$ cat src/rtl/i2ctx_pkg.sv
package i2ctx_pkg;
  typedef enum logic {
    PH_LOW  = 1'b0,
    PH_HIGH = 1'b1
  } scl_phase_e;
endpackage

$ cat src/rtl/i2ctx_baud.sv
module i2ctx_baud #(
  parameter int RLD_W = 8
) (
  input  logic             clk,
  input  logic             rst,
  input  logic             run,
  input  logic [RLD_W-1:0] reload,
  output logic             tick
);
  logic [RLD_W-1:0] cnt;

  assign tick = run && (cnt == '0);

  always_ff @(posedge clk) begin
    if (rst) begin
      cnt <= reload;
    end else if (!run || tick) begin
      cnt <= reload;
    end else begin
      cnt <= cnt - 1'b1;
    end
  end

  // with a nonzero reload, two rollovers are never back to back
  a_r3_tick_gap: assert property (@(posedge clk) disable iff (rst)
    (tick && run && reload != '0 && $stable(reload)) |=> !tick);
endmodule

$ cat src/rtl/i2ctx_shift.sv
module i2ctx_shift
  import i2ctx_pkg::*;
#(
  parameter int DATA_W = 8
) (
  input  logic              clk,
  input  logic              rst,
  input  logic              start,
  input  logic [DATA_W-1:0] din,
  input  logic              tick,
  output logic              busy,
  output logic              scl_dl,
  output logic              sda_dl,
  output logic              data_done,
  output logic              ack_evt
);
  localparam int IDX_W = $clog2(DATA_W + 1);
  localparam logic [IDX_W-1:0] LAST_DATA = IDX_W'(DATA_W - 1);
  localparam logic [IDX_W-1:0] ACK_SLOT  = IDX_W'(DATA_W);

  scl_phase_e        phase;
  logic [IDX_W-1:0]  idx;
  logic [DATA_W-1:0] sh;
  logic              fall_evt;

  assign fall_evt  = busy && tick && (phase == PH_HIGH);
  assign data_done = fall_evt && (idx == LAST_DATA);
  assign ack_evt   = fall_evt && (idx == ACK_SLOT);

  always_ff @(posedge clk) begin
    if (rst) begin
      busy   <= 1'b0;
      phase  <= PH_LOW;
      idx    <= '0;
      sh     <= '0;
      scl_dl <= 1'b0;
      sda_dl <= 1'b0;
    end else if (start) begin
      busy   <= 1'b1;
      phase  <= PH_LOW;
      idx    <= '0;
      sh     <= din;
      scl_dl <= 1'b1;
      sda_dl <= ~din[DATA_W-1];
    end else if (busy && tick) begin
      if (phase == PH_LOW) begin
        phase  <= PH_HIGH;
        scl_dl <= 1'b0;
      end else begin
        phase  <= PH_LOW;
        scl_dl <= 1'b1;
        if (idx == ACK_SLOT) begin
          busy   <= 1'b0;
          sda_dl <= 1'b0;
        end else if (idx == LAST_DATA) begin
          idx    <= idx + 1'b1;
          sda_dl <= 1'b0;
        end else begin
          idx    <= idx + 1'b1;
          sh     <= sh << 1;
          sda_dl <= ~sh[DATA_W-2];
        end
      end
    end
  end

  // SDA holds while SCL stays released
  a_r2_sda_stable_high: assert property (@(posedge clk) disable iff (rst)
    (!scl_dl && !$past(scl_dl)) |-> $stable(sda_dl));
  // end of a transfer leaves SCL held low and SDA released
  a_r6_parked: assert property (@(posedge clk) disable iff (rst)
    $fell(busy) |-> (scl_dl && !sda_dl));
  // no SCL activity while idle
  a_r6_idle_quiet: assert property (@(posedge clk) disable iff (rst)
    (!busy && !start) |=> $stable(scl_dl));
endmodule

$ cat src/rtl/i2ctx_flags.sv
module i2ctx_flags (
  input  logic clk,
  input  logic rst,
  input  logic wr_en,
  input  logic busy,
  input  logic start,
  input  logic data_done,
  input  logic ack_evt,
  input  logic sda_in,
  input  logic wcol_clr,
  input  logic irq_clr,
  output logic buf_full,
  output logic wcol,
  output logic ack_stat,
  output logic irq
);
  always_ff @(posedge clk) begin
    if (rst) begin
      buf_full <= 1'b0;
      wcol     <= 1'b0;
      ack_stat <= 1'b0;
      irq      <= 1'b0;
    end else begin
      if (start)          buf_full <= 1'b1;
      else if (data_done) buf_full <= 1'b0;

      if (wr_en && busy)  wcol <= 1'b1;
      else if (wcol_clr)  wcol <= 1'b0;

      if (ack_evt)        irq <= 1'b1;
      else if (irq_clr)   irq <= 1'b0;

      if (ack_evt)        ack_stat <= sda_in;
    end
  end

  // the buffer never reads full once the transfer is over
  a_r4_bf_idle: assert property (@(posedge clk) disable iff (rst)
    !busy |-> !buf_full);
  // a write during a transfer raises the collision flag
  a_r7_wcol_set: assert property (@(posedge clk) disable iff (rst)
    (wr_en && busy) |=> wcol);
  // the collision flag only drops on a clear
  a_r8_wcol_sticky: assert property (@(posedge clk) disable iff (rst)
    (wcol && !wcol_clr) |=> wcol);
  // completion raises the interrupt flag
  a_r6_irq_on_done: assert property (@(posedge clk) disable iff (rst)
    $fell(busy) |-> irq);
endmodule

$ cat src/rtl/i2c_byte_tx.sv
module i2c_byte_tx #(
  parameter int DATA_W = 8,
  parameter int RLD_W  = 8
) (
  input  logic              clk,
  input  logic              rst,
  input  logic [RLD_W-1:0]  reload,
  input  logic              wr_en,
  input  logic [DATA_W-1:0] wr_data,
  input  logic              wcol_clr,
  input  logic              irq_clr,
  input  logic              sda_in,
  output logic              scl_drive_low,
  output logic              sda_drive_low,
  output logic              buf_full,
  output logic              wcol,
  output logic              ack_stat,
  output logic              irq
);
  logic busy, tick, start, data_done, ack_evt;

  assign start = wr_en && !busy;

  i2ctx_baud #(.RLD_W(RLD_W)) u_baud (
    .clk    (clk),
    .rst    (rst),
    .run    (busy),
    .reload (reload),
    .tick   (tick)
  );

  i2ctx_shift #(.DATA_W(DATA_W)) u_shift (
    .clk       (clk),
    .rst       (rst),
    .start     (start),
    .din       (wr_data),
    .tick      (tick),
    .busy      (busy),
    .scl_dl    (scl_drive_low),
    .sda_dl    (sda_drive_low),
    .data_done (data_done),
    .ack_evt   (ack_evt)
  );

  i2ctx_flags u_flags (
    .clk       (clk),
    .rst       (rst),
    .wr_en     (wr_en),
    .busy      (busy),
    .start     (start),
    .data_done (data_done),
    .ack_evt   (ack_evt),
    .sda_in    (sda_in),
    .wcol_clr  (wcol_clr),
    .irq_clr   (irq_clr),
    .buf_full  (buf_full),
    .wcol      (wcol),
    .ack_stat  (ack_stat),
    .irq       (irq)
  );
endmodule

$ cat config.mk
export PLATFORM = sky130hd
export DESIGN_NAME = i2c_byte_tx
export DESIGN_NICKNAME = d
export VERILOG_FILES = /design/src/rtl/i2ctx_pkg.sv /design/src/rtl/i2ctx_baud.sv /design/src/rtl/i2ctx_shift.sv /design/src/rtl/i2ctx_flags.sv /design/src/rtl/i2c_byte_tx.sv
export SDC_FILE = /design/constraint.sdc
export NUM_CORES = 1
export LEC_CHECK = 0
export ABC_AREA = 1
export CAP_MARGIN = 20
export CELL_PAD_IN_SITES_DETAIL_PLACEMENT = 1
export CELL_PAD_IN_SITES_GLOBAL_PLACEMENT = 1
export CORE_ASPECT_RATIO = 0.9
export CORE_UTILIZATION = 33
export DETAILED_ROUTE_END_ITERATION = 8
export PLACE_DENSITY_LB_ADDON = 0.25
export SETUP_SLACK_MARGIN = 0.15
export SLEW_MARGIN = 20
export SYNTH_ARGS = -nofsm -noshare
export SYNTH_HDL_FRONTEND = slang
export SYNTH_HIERARCHICAL = 1
export SYNTH_SLANG_ARGS = --single-unit
$ cat constraint.sdc
create_clock -name clk -period 1.6 [get_ports clk]
set_input_delay 0.32 -clock clk [delete_from_list [all_inputs] [get_ports clk]]
set_output_delay 0.32 -clock clk [all_outputs]
set_load 0.02 [all_outputs]
# Word level (Yosys, flattened, before mapping)
# Index checks and enable logic that the tools add are counted.
[totals]
regBits = 27
latchBits = 0
mem_bits_rw = 0
romBits = 0
out_inout_bits = 6
wordCells = 67
mem_count = 0
[op_classes]
add_sub_neg = 2
n_mul = 0
div_mod_pow = 0
n_lt_le_gt_ge = 0
eq_ne = 4
shifts = 0
n_mux = 26
bitwise = 3
reduce_logical = 21
[ops]
columns = ["operator", "n"]
rows = [
  ["$mux 7", 5],
  ["$mux 1", 19],
  ["$mux 8", 2],
  ["$reduce_bool 2->1", 6],
  ["$logic_not 8->1", 1],
  ["$sub 8x1->8 const B", 1],
  ["$logic_and 1x1->1", 7],
  ["$reduce_and 3->1", 2],
  ["$add 4x1->4 const B", 1],
  ["$eq 4x3->1 const B", 1],
  ["$eq 4x4->1 const B", 1],
  ["$ne 2x2->1 const B", 2],
  ["$reduce_and 4->1", 1],
  ["$not 1->1", 3],
  ["$reduce_and 2->1", 1],
  ["$reduce_or 2->1", 1],
  ["$logic_not 1->1", 1],
  ["$logic_or 1x1->1", 1],
]

# Depth between registers and ports, before layout
# Gate-level depths: netlist of the first run.
[depth]
depth_word = 7
mapped_depth = 11
mapped_depth_nobuf = 11

# Modules after synthesis
# Netlist of the first run, hierarchy kept.
[by_module_without_submodules]
columns = ["mod", "n_inst", "cells_each", "area_per_inst_um2", "seq_area_each_um2"]
rows = [
  ["i2ctx_shift", 1, 103, 808.3, 300.3],
  ["i2ctx_baud", 1, 69, 481.7, 160.2],
  ["i2ctx_flags", 1, 19, 145.1, 80.1],
  ["i2c_byte_tx", 1, 2, 10.0, 0.0],
]

# Worst setup path before layout of the first run
# OpenSTA, ideal clock, no wires.
[synth_timing]
path_kind = "reg2reg"
startpoint = "register u_baud.cnt[0]"
endpoint = "register u_shift.sh[1]"
setup_time_ps = 113
arrival_ps = 1518
required_time_ps = 1487
path_slack_ps = -31
stages_incl_launch_ff = 12
n_path_buf = 0
synth_period_minus_slack_ps = 1631
cell_sequence = "dfxtp_1 > inv_1 > ha_1 > nand2_1 > nor3_1 > nand2_2 > nor2_8 > nand3_4 > nand2_4 > nand2_1 > nand2_1 > nor2_1"
[synth_via]
elab_chain_cells = 5
[synth_lines]
columns = ["element", "line", "source"]
rows = [
  ["start, declared", "i2ctx_baud.sv:10", "logic [RLD_W-1:0] cnt;"],
  ["start signal, assigned", "i2ctx_baud.sv:16", "cnt <= reload;"],
  ["start signal, assigned", "i2ctx_baud.sv:18", "cnt <= reload;"],
  ["start signal, assigned", "i2ctx_baud.sv:20", "cnt <= cnt - 1'b1;"],
  ["$logic_not 8->1", "i2ctx_baud.sv:12", "assign tick = run && (cnt == '0);"],
  ["$logic_and 1x1->1", "i2ctx_baud.sv:12", ""],
  ["net tick", "i2c_byte_tx.sv:20", "logic busy, tick, start, data_done, ack_evt;"],
  ["$logic_and 1x1->1", "i2ctx_shift.sv:45", "end else if (busy && tick) begin"],
  ["$reduce_bool 2->1 (no line)", "--", ""],
  ["$reduce_and 4->1 (no line)", "--", ""],
  ["end signal, assigned", "i2ctx_shift.sv:42", "sh <= din;"],
  ["end signal, assigned", "i2ctx_shift.sv:60", "sh <= sh << 1;"],
  ["end, declared", "i2ctx_shift.sv:23", "logic [DATA_W-1:0] sh;"],
]
# The timed path passes the listed nets, and every way through them passes these cells.
# A chain may end at the register's enable or synchronous reset.

# Worst setup path after layout of the first run
[layout_timing]
startpoint = "register u_baud.cnt[0]"
endpoint = "register u_shift.sh[2]"
# Same word-level chain as after synthesis.

==> results of run 1 <==
-- layer usage --
layer,track usage,up-vias,wire length [µm]
met4,0.0368,0,35
met1,0.220,671,1950
met3,0.0435,6,157
li1,-,735,-
met5,0,-,0
met2,0.310,25,1980
-- critical path, stage by stage (launching register included) --
cell and delay (ps):
dfxtp_2 330, inv_2 90, ha_4 150, nand2_4 50, nor3_4 150, nand2_2 130
nor2_8 130, nand3_4 120, buf_4 170, nand3_1 80, a21oi_2 60
-- flip-flops by register name, indices dropped and copies added, names as in the netlist --
name	cells
u_shift/sh	7
u_shift/idx	4
u_flags/wcol	1
u_flags/ack_stat	1
u_shift/scl_dl	1
u_baud/cnt	8
u_shift/sda_dl	1
u_flags/irq	1
u_flags/buf_full	1
u_shift/busy	1
u_shift/phase	1
-- power breakdown --
part / switching [mW] / internal (mW) / total, mW
combinational: 0.175 / 0.179 / 0.354
sequential: 0.0302 / 0.712 / 0.742
clock: 0.229 / 0.179 / 0.408
-- worst paths after layout --
path / from / depth (start not counted) / endpoint
setup / recovery: u_baud/cnt[0] / 10 / u_shift/sh[2]
hold / removal: u_baud/cnt[0] / 1 / u_baud/cnt[0]
setup reg to reg: u_baud/cnt[0] / 10 / u_shift/sh[2]
hold reg to reg: u_baud/cnt[0] / 1 / u_baud/cnt[0]
-- stage by stage --
step | setup WS [ps] | util | total power [mW] | instances
CTS | 8.91 | 0.491 | 1.49 | 295
global route | -47.3 | 0.525 | 1.58 | 301
detailed placement | -33.4 | 0.460 | 1.07 | 284
finish | 59.1 | 0.525 | 1.50 | 301
floorplan | 148 | - | 0.921 | 193
global placement | 11.4 | 0.460 | 1.06 | 284
-- cells in the final DEF, fill, tap and decap left out, drive strengths merged, types with 2 or more instances in the layout --
cell / netlist / final
nand4: 2 / 2
nand3: 16 / 16
clkbuf: 2 / 4
ha: 4 / 4
clkdlybuf4s50: 0 / 21
a21oi: 20 / 20
inv: 29 / 29
nor2: 23 / 23
o21ai: 10 / 11
xnor2: 3 / 3
dlygate4sd2: 0 / 6
dfxtp: 27 / 27
nand2: 50 / 50
buf: 1 / 31
-- cell families (layout without fill, tap and decap cells) --
logic type               after synthesis  count (layout)  share of synthesized area
AND/OR/NAND/NOR                       93              93                      0.318
AO/OA/AOI/OAI                         32              33                      0.140
buffers and inverters                 32              91                      0.102
flip-flops                            27              27                      0.374
adder cells (fa/ha/maj)                4               4                     0.0346
XOR/XNOR                               4               4                     0.0242
multiplexers                           1               1                    0.00693
-- final cells by class --
cell class | count | area, µm²
tap | 48 | 60.1
multi-input combinational | 135 | 881
inverter | 29 | 114
fill | 514 | 1960
clock buffer | 4 | 45.0
sequential | 27 | 548
timing repair buffer | 58 | 519
-- repair_timing --
item                                    CTS  global route
pin swaps                                 7            18
hold buffers                              0             0
gates resized for setup                  17            29
gates cloned                              0             1
buffers inserted                          7             5
endpoints found under the setup margin   23            26
==> impl_metrics.yaml, run 1 <==
outcome:
  status: "complete, no violations"
yosys:
  netlist.area_leader.share: 0.374
  synth_ff_type: "dfxtp_1"
  synth_edf_count: 0
  ys_types: 29
  netlist_area_mm2: 0.00145
  synth_seq_cells: 27
  postSynthCellCount: 193
  synth-warning-count: 6
  synthArstFlopShare: 0
  avgSynthCellArea_um2: 7.49
  ys_top_cells_by_area: "dfxtp_1, nand2_1, inv_1"
  synth_common_cells: "nand2_1, inv_1, dfxtp_1"
  synth-seq-area-share: 0.374
  synth.net_count: 219
  synth.largest_area_cell: "dfxtp_1"
  yosysMostFrequentCell: "nand2_1"
power:
  p_per_area_mw_per_mm2: 694
  leakage_nw: 0.962
  ir_worst_vdd_mv: 0.427
global_route:
  overflow: 0
  grt_pass1_wl_um: 6370
  grt_start_max_net_pins: 15
  grtUsageTotal: 0.177
  antenna_found_initial: 0
  grt_pass1_vias: 1455
sta:
  slew_headroom: 0.801
  rsz0062_at_grt: "yes"
  hold_violations: 0
  hold_ws_ps: 457
  tightest_slew_ps: 298
  maxSlewViolCount: 0
  fmax_mhz: 649
  skew_ps: 3.72
  setup-tns-final_ps: 0
  finalSetupViolCount: 0
  min_period_ps: 1540
  min_period_over_period: 0.963
worst_hold_path:
  holdCritPathClass: "reg2reg"
clocking:
  cts_made_buffers: 3
  insertion_delay_ps: 280
  clk_pin_slew_worst_paths_ps: 100
  cts_sinks: 27
  cts_root_buffer: "clkbuf_8"
  h-tree-depth: 1
  clockBufferDepth: 2
  cts_tree: "yes"
routing:
  drc: 0
  drtAntennaViolNets: 0
  vias: 1437
  viasPerCell: 4.77
  drtPass1Iterations: 4
  wirelength_um: 4120
  drt_iter0_markers: 41
  wire_per_inst_um: 13.7
setup_path:
  crit_path_start_kind: "flop"
  critical_path_class: "reg2reg"
  worstPathArrival_ps: 1720
  crit_path_end_kind: "flop"
  reg2reg_slack_ps: 60
  critical_path_required_ps: 1780
  crit_fanout: 6
finish:
  syn2layout_area_growth_pct: 50.0
  diodes: 0
  drive_gt1_frac: 0.324
  fin_area_mm2: 0.00217
  nets: 280
placement:
  port_buffers: 27
  hpwl_um: 2730
  gp_congestion: 0.736
  post_dp_cell_area_mm2: 0.00190
floorplanning:
  die_h_um: 64.8
  num_io_pins: 28
  initial_utilization: 0.350
  die_w_um: 71.8
  num_rows: 22
  core-area_mm2: 0.00413
  dieArea_mm2: 0.00465
flow_run:
  maxCapViolations: 0
No activity file was read; power rests on OpenSTA's default activity.
==> inputs of run 2 (changes only) <==
SETUP_SLACK_MARGIN = unset   (was 0.15)
SKIP_CTS_REPAIR_TIMING = 1   (was unset)
SKIP_LAST_GASP = 1   (was unset)
==> run 2 against run 1 <==
  * Critical path depth decreased by 1
  * Register-to-register slack lost 30 ps
  * Sequential share of layout area increased by 1.7 points
  * Critical path type unchanged
  * Largest power group unchanged
==> impl_metrics.yaml, run 2 (synthesized netlist as in run 1, its figures left out) <==
outcome:
  status: "complete, no violations"
power:
  p_per_area_mw_per_mm2: 718
  ir_worst_vdd_mv: 0.515
  cellInternalPower_mw: 1.06
  p_switching_mw: 0.395
  pwr-share-comb: 0.228
  swShare: 0.271
  power_frac_clock: 0.264
  p_seq_frac: 0.508
  leakage_nw: 0.882
worst_hold_path:
  hold_start: "u_baud/cnt[0]"
  holdCritPathClass: "reg2reg"
clocking:
  h-tree-depth: 1
  cts_root_buffer: "clkbuf_8"
  clk_pin_slew_worst_paths_ps: 90
  clockBufferDepth: 2
  insertion_delay_ps: 270
  cts_sinks: 27
  cts_tree: "yes"
  cts_made_buffers: 3
floorplanning:
  core-area_mm2: 0.00413
  dieArea_mm2: 0.00465
  num_io_pins: 28
  num_rows: 22
  initial_utilization: 0.350
  die_h_um: 64.8
  die_w_um: 71.8
setup_path:
  reg2regPathDepth: 9
  worstPathArrival_ps: 1740
  cp.depth: 9
  crit_path_end: "u_shift/sh[2]"
  cpPeakStageDelay_ps: 370
  timing.rr.start: "u_baud/cnt[5]"
  crit_path_start_kind: "flop"
  slowest_stage: "dfxtp_4"
  worst-path-buf-inv: 1
  crit_path_end_kind: "flop"
  cp_cell_sequence: "nor2_4 -> nand2_4 -> nor3_4 -> nand2_2 -> nor2_8 -> nand3_4 -> buf_4 -> nand3_1 -> a21oi_2"
  critical_path_class: "reg2reg"
  reg2reg_slack_ps: 30
  reg2reg_to: "u_shift/sh[2]"
  crit_start: "u_baud/cnt[5]"
  cp_top_family: "simple AND/OR/NAND/NOR gates"
  crit_fanout: 8
  critical_path_required_ps: 1770
finish:
  final.fill_count: 527
  syn2layout_area_growth_pct: 40.4
  nets: 272
  largest_register: "u_baud/cnt"
  final_util: 0.492
  seqCellArea_um2: 548
  final_cell_mix: "nand2_1, inv_1, clkdlybuf4s50_1, buf_4, dfxtp_1"
  top_regs: "u_baud/cnt: 8 flops, u_shift/sh: 7 flops, u_shift/idx: 4 flops"
  diodes: 0
  multi_input_area_um2: 802
  layout.cells.non_filler: 293
  drive_gt1_frac: 0.257
  final_common_cell: "nand2_1"
  largest_reg_flops: 8
sta:
  rsz0062_at_grt: "yes"
  hold_ws_ps: 447
  maxSlewViolCount: 0
  fmax_mhz: 639
  tightest_slew_ps: 273
  hold_violations: 0
  finalSetupViolCount: 0
  slew_headroom: 0.817
  min_period_ps: 1570
  setup_ws_ps: 33.9
  min_period_over_period: 0.979
  skew_ps: 5.81
routing:
  drtAntennaViolNets: 0
  drc: 0
  drtPass1Iterations: 4
  viasPerCell: 4.67
  vias: 1367
  wirelength_um: 3450
  drt_iter0_markers: 35
  wire_per_inst_um: 11.8
placement:
  placedCellCount: 282
  port_buffers: 27
  preCtsSetupSlack_ps: -30.9
  hpwl_um: 2620
  gp_congestion: 0.725
global_route:
  grt_pass1_vias: 1321
  grt_start_max_net_pins: 15
  overflow: 0
  grt_pass1_wl_um: 5590
  grtUsageTotal: 0.153
  antenna_found_initial: 0
flow_run:
  maxCapViolations: 0
[run 2: worst register-to-register path: cells and delay by family, from the launching register on]
kind,cells,cell delay (ps)
buf+inv,1,170
flops,1,370
compound gates,1,60
simple gates,7,870
[run 2: routing by layer]
metal,global-route usage,share of wire
met4,0.0368,0.010
met2,0.238,0.44
met5,0,0
met3,0.0342,0.035
met1,0.214,0.52
[run 2: power groups by stage]
stage	logic [mW]	registers [mW]	clock network (mW)
floorplan	0.157	0.762	0
global placement	0.302	0.754	0
detailed placement	0.309	0.754	0
CTS	0.310	0.739	0.406
global route	0.370	0.744	0.420
finish	0.332	0.741	0.385
[run 2: worst min path at each step]
stage          cells after the start  slack (ps)               end
3_5_place_dp                       1         450     u_baud/cnt[0]
2_1_floorplan                      1         380  u_flags/ack_stat
5_1_grt                            1         460     u_baud/cnt[0]
3_3_place_gp                       1         440     u_baud/cnt[0]
4_1_cts                            1         460     u_baud/cnt[0]
6_report                           1         450     u_baud/cnt[0]
[run 2: layout make-up]
cell class              count  area share
clock buffers               4      0.0222
inverters                  29      0.0536
multi-input cells         134       0.395
flip-flops and latches     27       0.270
well taps                  48      0.0296
repair buffers             51       0.229
[run 2: through the flow]
stage,area (µm²),power (mW),TNS [ps]
final,2030,1.46,0
after global routing,2030,1.53,-430
after CTS,1930,1.46,-17.1
after detailed placement,1880,1.06,-106
after global placement,1880,1.06,0
after floorplan,1450,0.919,0
==> inputs of run 3 (changes only) <==
RECOVER_POWER = 25   (was unset)
SLEW_MARGIN = unset   (was 20)
==> results of run 3 <==
Same layout as run 2: the final DEF is identical, and so are final timing and power.
